$ cat config.mk
export PLATFORM = sky130hd
export DESIGN_NAME = fltacc_ctrl
export DESIGN_NICKNAME = d
export VERILOG_FILES = /design/src/rtl/fltacc_pkg.sv /design/src/rtl/fltacc_regs.sv /design/src/rtl/fltacc_req.sv /design/src/rtl/fltacc_ctrl.sv
export SDC_FILE = /design/constraint.sdc
export NUM_CORES = 1
export LEC_CHECK = 0
export BUFFER_PORTS_ARGS = -buffer_cell sky130_fd_sc_hd__buf_2
export CORE_MARGIN = 3
export CORE_UTILIZATION = 30
export CTS_BUF_LIST = sky130_fd_sc_hd__clkbuf_4
export CTS_CLUSTER_DIAMETER = 80
export DETAILED_ROUTE_END_ITERATION = 6
export PLACE_DENSITY = 0.89
export SETUP_SLACK_MARGIN = 0.2
export SLEW_MARGIN = 0
export SYNTH_ARGS = -nofsm -noshare
export SYNTH_HDL_FRONTEND = slang
export SYNTH_SLANG_ARGS = --single-unit
$ cat constraint.sdc
create_clock -name clk -period 0.9 [get_ports clk]
set_clock_uncertainty 0.05 [all_clocks]
set_input_delay 0.135 -clock clk [delete_from_list [all_inputs] [get_ports clk]]
set_output_delay 0.135 -clock clk [all_outputs]
set_load 0.02 [all_outputs]
$ cat src/rtl/fltacc_pkg.sv
package fltacc_pkg;
  localparam int N_IRQ_SRC = 5;
  localparam int BIT_IRQ_LO = 0;
  localparam int BIT_DMA_RD = 8;
  localparam int BIT_DMA_WR = 9;
  localparam int BIT_CLIP   = 15;
  localparam int BIT_SRST   = 16;

  // irq_en index: 0 out-ready, 1 in-space, 2 overflow, 3 underflow, 4 saturation
  typedef struct packed {
    logic                 clip;
    logic                 dma_wr;
    logic                 dma_rd;
    logic [N_IRQ_SRC-1:0] irq_en;
  } ctrl_t;
endpackage

$ cat src/rtl/fltacc_regs.sv
module fltacc_regs
  import fltacc_pkg::*;
#(
  parameter int DW = 32
) (
  input  logic          clk,
  input  logic          rst,
  input  logic          wr_en,
  input  logic [DW-1:0] wdata,
  input  logic          run_active,
  output ctrl_t         ctrl,
  output logic          srst_pulse
);
  localparam int IRQ_HI = BIT_IRQ_LO + N_IRQ_SRC - 1;

  logic srst_req;
  logic unused_wbits;
  assign srst_req     = wr_en && wdata[BIT_SRST];
  assign unused_wbits = ^wdata;

  always_ff @(posedge clk) begin
    if (rst) begin
      ctrl       <= '0;
      srst_pulse <= 1'b0;
    end else begin
      srst_pulse <= srst_req;
      if (wr_en && !srst_req) begin
        ctrl.irq_en <= wdata[IRQ_HI:BIT_IRQ_LO];
        ctrl.clip   <= wdata[BIT_CLIP];
        if (!run_active) begin
          ctrl.dma_rd <= wdata[BIT_DMA_RD];
          ctrl.dma_wr <= wdata[BIT_DMA_WR];
        end
      end
    end
  end

  assert_dma_lock_R8: assert property (@(posedge clk) disable iff (rst)
    (wr_en && run_active) |=> (ctrl.dma_rd == $past(ctrl.dma_rd) && ctrl.dma_wr == $past(ctrl.dma_wr)));
  assert_srst_pulse_R9: assert property (@(posedge clk) disable iff (rst)
    (wr_en && wdata[BIT_SRST]) |=> srst_pulse);
  assert_srst_idle_R9: assert property (@(posedge clk) disable iff (rst)
    !(wr_en && wdata[BIT_SRST]) |=> !srst_pulse);
  assert_srst_keep_R9: assert property (@(posedge clk) disable iff (rst)
    (wr_en && wdata[BIT_SRST]) |=> $stable(ctrl));
endmodule

$ cat src/rtl/fltacc_req.sv
module fltacc_req
  import fltacc_pkg::*;
(
  input  logic  clk,
  input  logic  rst,
  input  ctrl_t ctrl,
  input  logic  y_empty,
  input  logic  x_full,
  input  logic  ovfl_flag,
  input  logic  unfl_flag,
  input  logic  sat_flag,
  output logic  irq,
  output logic  dma_rd_req,
  output logic  dma_wr_req
);
  logic [N_IRQ_SRC-1:0] cond;
  logic [N_IRQ_SRC-1:0] src;

  assign cond = {sat_flag, unfl_flag, ovfl_flag, !x_full, !y_empty};

  for (genvar i = 0; i < N_IRQ_SRC; i++) begin : g_src
    assign src[i] = ctrl.irq_en[i] & cond[i];
  end

  always_ff @(posedge clk) begin
    if (rst) begin
      irq        <= 1'b0;
      dma_rd_req <= 1'b0;
      dma_wr_req <= 1'b0;
    end else begin
      irq        <= |src;
      dma_rd_req <= ctrl.dma_rd && !y_empty;
      dma_wr_req <= ctrl.dma_wr && !x_full;
    end
  end

  assert_rd_irq_R3: assert property (@(posedge clk) disable iff (rst)
    (ctrl.irq_en[0] && !y_empty) |=> irq);
  assert_wr_irq_R4: assert property (@(posedge clk) disable iff (rst)
    (ctrl.irq_en[1] && !x_full) |=> irq);
  assert_no_src_R6: assert property (@(posedge clk) disable iff (rst)
    (ctrl.irq_en == '0) |=> !irq);
  assert_dma_rd_R7: assert property (@(posedge clk) disable iff (rst)
    y_empty |=> !dma_rd_req);
  assert_dma_wr_R7: assert property (@(posedge clk) disable iff (rst)
    x_full |=> !dma_wr_req);
endmodule

$ cat src/rtl/fltacc_ctrl.sv
module fltacc_ctrl
  import fltacc_pkg::*;
#(
  parameter int DW = 32
) (
  input  logic          clk,
  input  logic          rst,
  input  logic          reg_wr_en,
  input  logic [DW-1:0] reg_wdata,
  output logic [DW-1:0] reg_rdata,
  input  logic          run_active,
  input  logic          y_empty,
  input  logic          x_full,
  input  logic          ovfl_flag,
  input  logic          unfl_flag,
  input  logic          sat_flag,
  output logic          irq,
  output logic          dma_rd_req,
  output logic          dma_wr_req,
  output logic          soft_rst,
  output logic          clip_mode
);
  localparam int IRQ_HI = BIT_IRQ_LO + N_IRQ_SRC - 1;

  ctrl_t ctrl;

  fltacc_regs #(.DW(DW)) u_regs (
    .clk        (clk),
    .rst        (rst),
    .wr_en      (reg_wr_en),
    .wdata      (reg_wdata),
    .run_active (run_active),
    .ctrl       (ctrl),
    .srst_pulse (soft_rst)
  );

  fltacc_req u_req (
    .clk        (clk),
    .rst        (rst),
    .ctrl       (ctrl),
    .y_empty    (y_empty),
    .x_full     (x_full),
    .ovfl_flag  (ovfl_flag),
    .unfl_flag  (unfl_flag),
    .sat_flag   (sat_flag),
    .irq        (irq),
    .dma_rd_req (dma_rd_req),
    .dma_wr_req (dma_wr_req)
  );

  always_comb begin
    reg_rdata                     = '0;
    reg_rdata[IRQ_HI:BIT_IRQ_LO]  = ctrl.irq_en;
    reg_rdata[BIT_DMA_RD]         = ctrl.dma_rd;
    reg_rdata[BIT_DMA_WR]         = ctrl.dma_wr;
    reg_rdata[BIT_CLIP]           = ctrl.clip;
  end

  assign clip_mode = ctrl.clip;

  assert_srst_reads0_R2: assert property (@(posedge clk) disable iff (rst)
    reg_rdata[BIT_SRST] == 1'b0);
  assert_clip_out_R10: assert property (@(posedge clk) disable iff (rst)
    clip_mode == reg_rdata[BIT_CLIP]);
endmodule

==> metrics.txt <==
DR WL/cell=10.1 um; unique cell type count in the Yosys netlist=15; Worst Path Required=710 ps; maximum vdd ir drop=731 uV; antenna cells=0; non-filler cells, final=126; worst reg2reg path depth=2; 1st-iter DRT viols=3; Antenna Nets Post-Route=0; crit path DAT=740 ps; die width=52.1 um; Clock Sinks=12; Root Driver=clkbuf_4; Inserted Clock Buffers=3; Setup WS post-layout=-28.9 ps; initial antenna violation count=0; CTS max path bufs=2; Worst Hold Slack=-10.7 ps; Startpoint Class=flop; clock-pin slew on the worst setup and hold paths=70 ps; drt via density=3.79; Pre-Repair DR Iteration Count=4; post-synthesis cell area=638 um^2; critical path's slowest cell=dfxtp_4; Tcrit/Tclk final=1.03; CP Cell Sequence=buf_6; GRT Resource Usage Total=0.0971; number of global-route vias before repair=471; Leak=0.435 nW; share of post-route cells with drive strength above 1=0.505; Placed Area=718 um^2; TNS Setup=-141 ps; HP Class=primary input to flop; hold path depth=2; Yosys reg bits=12; Final nets=141; row count=16; fmax=1080 MHz; Top Ports=78; FF+latch area=258 um^2; routed via count=478; max cap viols=0; Final Util=0.441; Synth Warn #=0; port bufs=30; multi-input logic area=283 um^2; Worst path max stage delay=360 ps; Crit path depth=1; CTS tree=built; Max FO, Critical Path=3; register area share after synthesis=0.376; Die Span Y=52.1 um; FILL cells=202; Slew Limit Fails=0; CP delay by family, top=flip-flops; Final Hold Viols=1; global-route wire length before repair=1970 um; drt total wl=1280 um; Die ar.=2720 um^2; GRT overflow=0; Layout Cell Area excl Fill=875 um^2; outcome=finished with violations; Avg Cell Area, Syn=9.52 um^2; Area Overhead vs Synth=37.1%; largest net degree at the start of global routing=13; DRC viols=0; Cell Pwr Density=1360 nW/um^2; Max H-tree Level=1; violated checks=negative hold slack, negative setup slack; CP Class=flop to output pin; initial core utilization=0.322; RSZ-0062 raised after global routing=true; later-pin clock latency in the skew report=260 ps; Buf/Inv on CP=1; Worst setup EP type=output pin; Mapped Cells=67; Cells after DPL=120; Final min period=929 ps; Placer Congestion=0.593; Final setup viols=9; core area=1980 um^2
-- final cells by class --
type,instances,share of cell area
multi-input cells,49,0.323
repair buffers,32,0.305
flip-flops and latches,12,0.295
well taps,27,0.0386
clock buffers,3,0.0258
inverters,2,0.00858
clock inverters,1,0.00429
-- flip-flops by register name, summed over array words and instances (netlist names) --
name and count:
u_req.irq 1, u_regs.srst_pulse 1, u_req.dma_rd_req 1, u_regs.ctrl 8, u_req.dma_wr_req 1
-- repair_timing --
item	CTS	global route
pin swaps	3	3
endpoints found under the setup margin	16	22
gates resized for setup	36	3
hold endpoints to repair	2	2
setup buffers	1	1
-- path summary, 6_finish.rpt --
path              slack (ps)                to            from
hold / removal           -10  u_req.dma_rd_req         y_empty
hold reg to reg          440  u_req.dma_rd_req  u_regs.ctrl[5]
setup / recovery         -30     reg_rdata[15]  u_regs.ctrl[7]
setup reg to reg           0         u_req.irq  u_regs.ctrl[1]
-- kinds of logic (layout without fill, tap and decap cells) --
logic type | after synthesis | in the layout | synth area share
AOI/OAI and AO/OA | 3 | 3 | 0.0353
buffers and inverters | 29 | 38 | 0.331
DFF | 12 | 12 | 0.376
muxes | 8 | 8 | 0.125
other | 1 | 24 | 0.00588
and+or+nand+nor | 14 | 14 | 0.125
-- synth_stat cells --
cell type,number,area [um^2]
buf_6,1,11.3
a22oi_1,1,7.51
dfxtp_1,12,240
buf_2,1,5.00
nor3b_1,2,15.0
a21oi_1,1,5.00
buf_4,25,188
a222oi_1,1,10.0
nor2b_2,1,8.76
mux2i_1,8,80.1
nor2_1,9,33.8
inv_1,2,7.51
nor3b_4,1,18.8
nand2_1,1,3.75
conb_1,1,3.75
-- cells in the final DEF, fill, tap and decap left out --
| cell type | count |
|---|---|
| inv_1 | 2 |
| dfxtp_4 | 1 |
| nor3b_4 | 1 |
| a222oi_1 | 1 |
| buf_2 | 15 |
| buf_6 | 17 |
| conb_1 | 24 |
| nor3b_2 | 1 |
| a21oi_1 | 1 |
| clkbuf_4 | 3 |
| nor2b_4 | 1 |
| nor2_1 | 9 |
| a22oi_1 | 1 |
| dfxtp_2 | 11 |
| nand2_1 | 1 |
| nor3b_1 | 1 |
| mux2i_1 | 8 |
| clkinv_1 | 1 |
-- layer usage --
layer | wire [um] | GRT usage
met4 | 0 | 0.0131
met2 | 710 | 0.180
met3 | 132 | 0.0258
met1 | 434 | 0.112
met5 | 0 | 0
-- power breakdown --
part / total (mW) / switching [mW] / internal, mW
Sequential: 0.574 / 0.0185 / 0.555
Clock: 0.324 / 0.164 / 0.160
Combinational: 0.293 / 0.178 / 0.115
-- per-stage QoR --
step                      power [mW]  worst slack [ps]
after floorplan                0.838             -22.2
after global placement         0.821             -61.7
after detailed placement       0.826             -88.9
after CTS                       1.20             -30.5
after global routing            1.27              -108
final                           1.19             -28.9
Note: power is estimated with default switching activity, not from simulation.
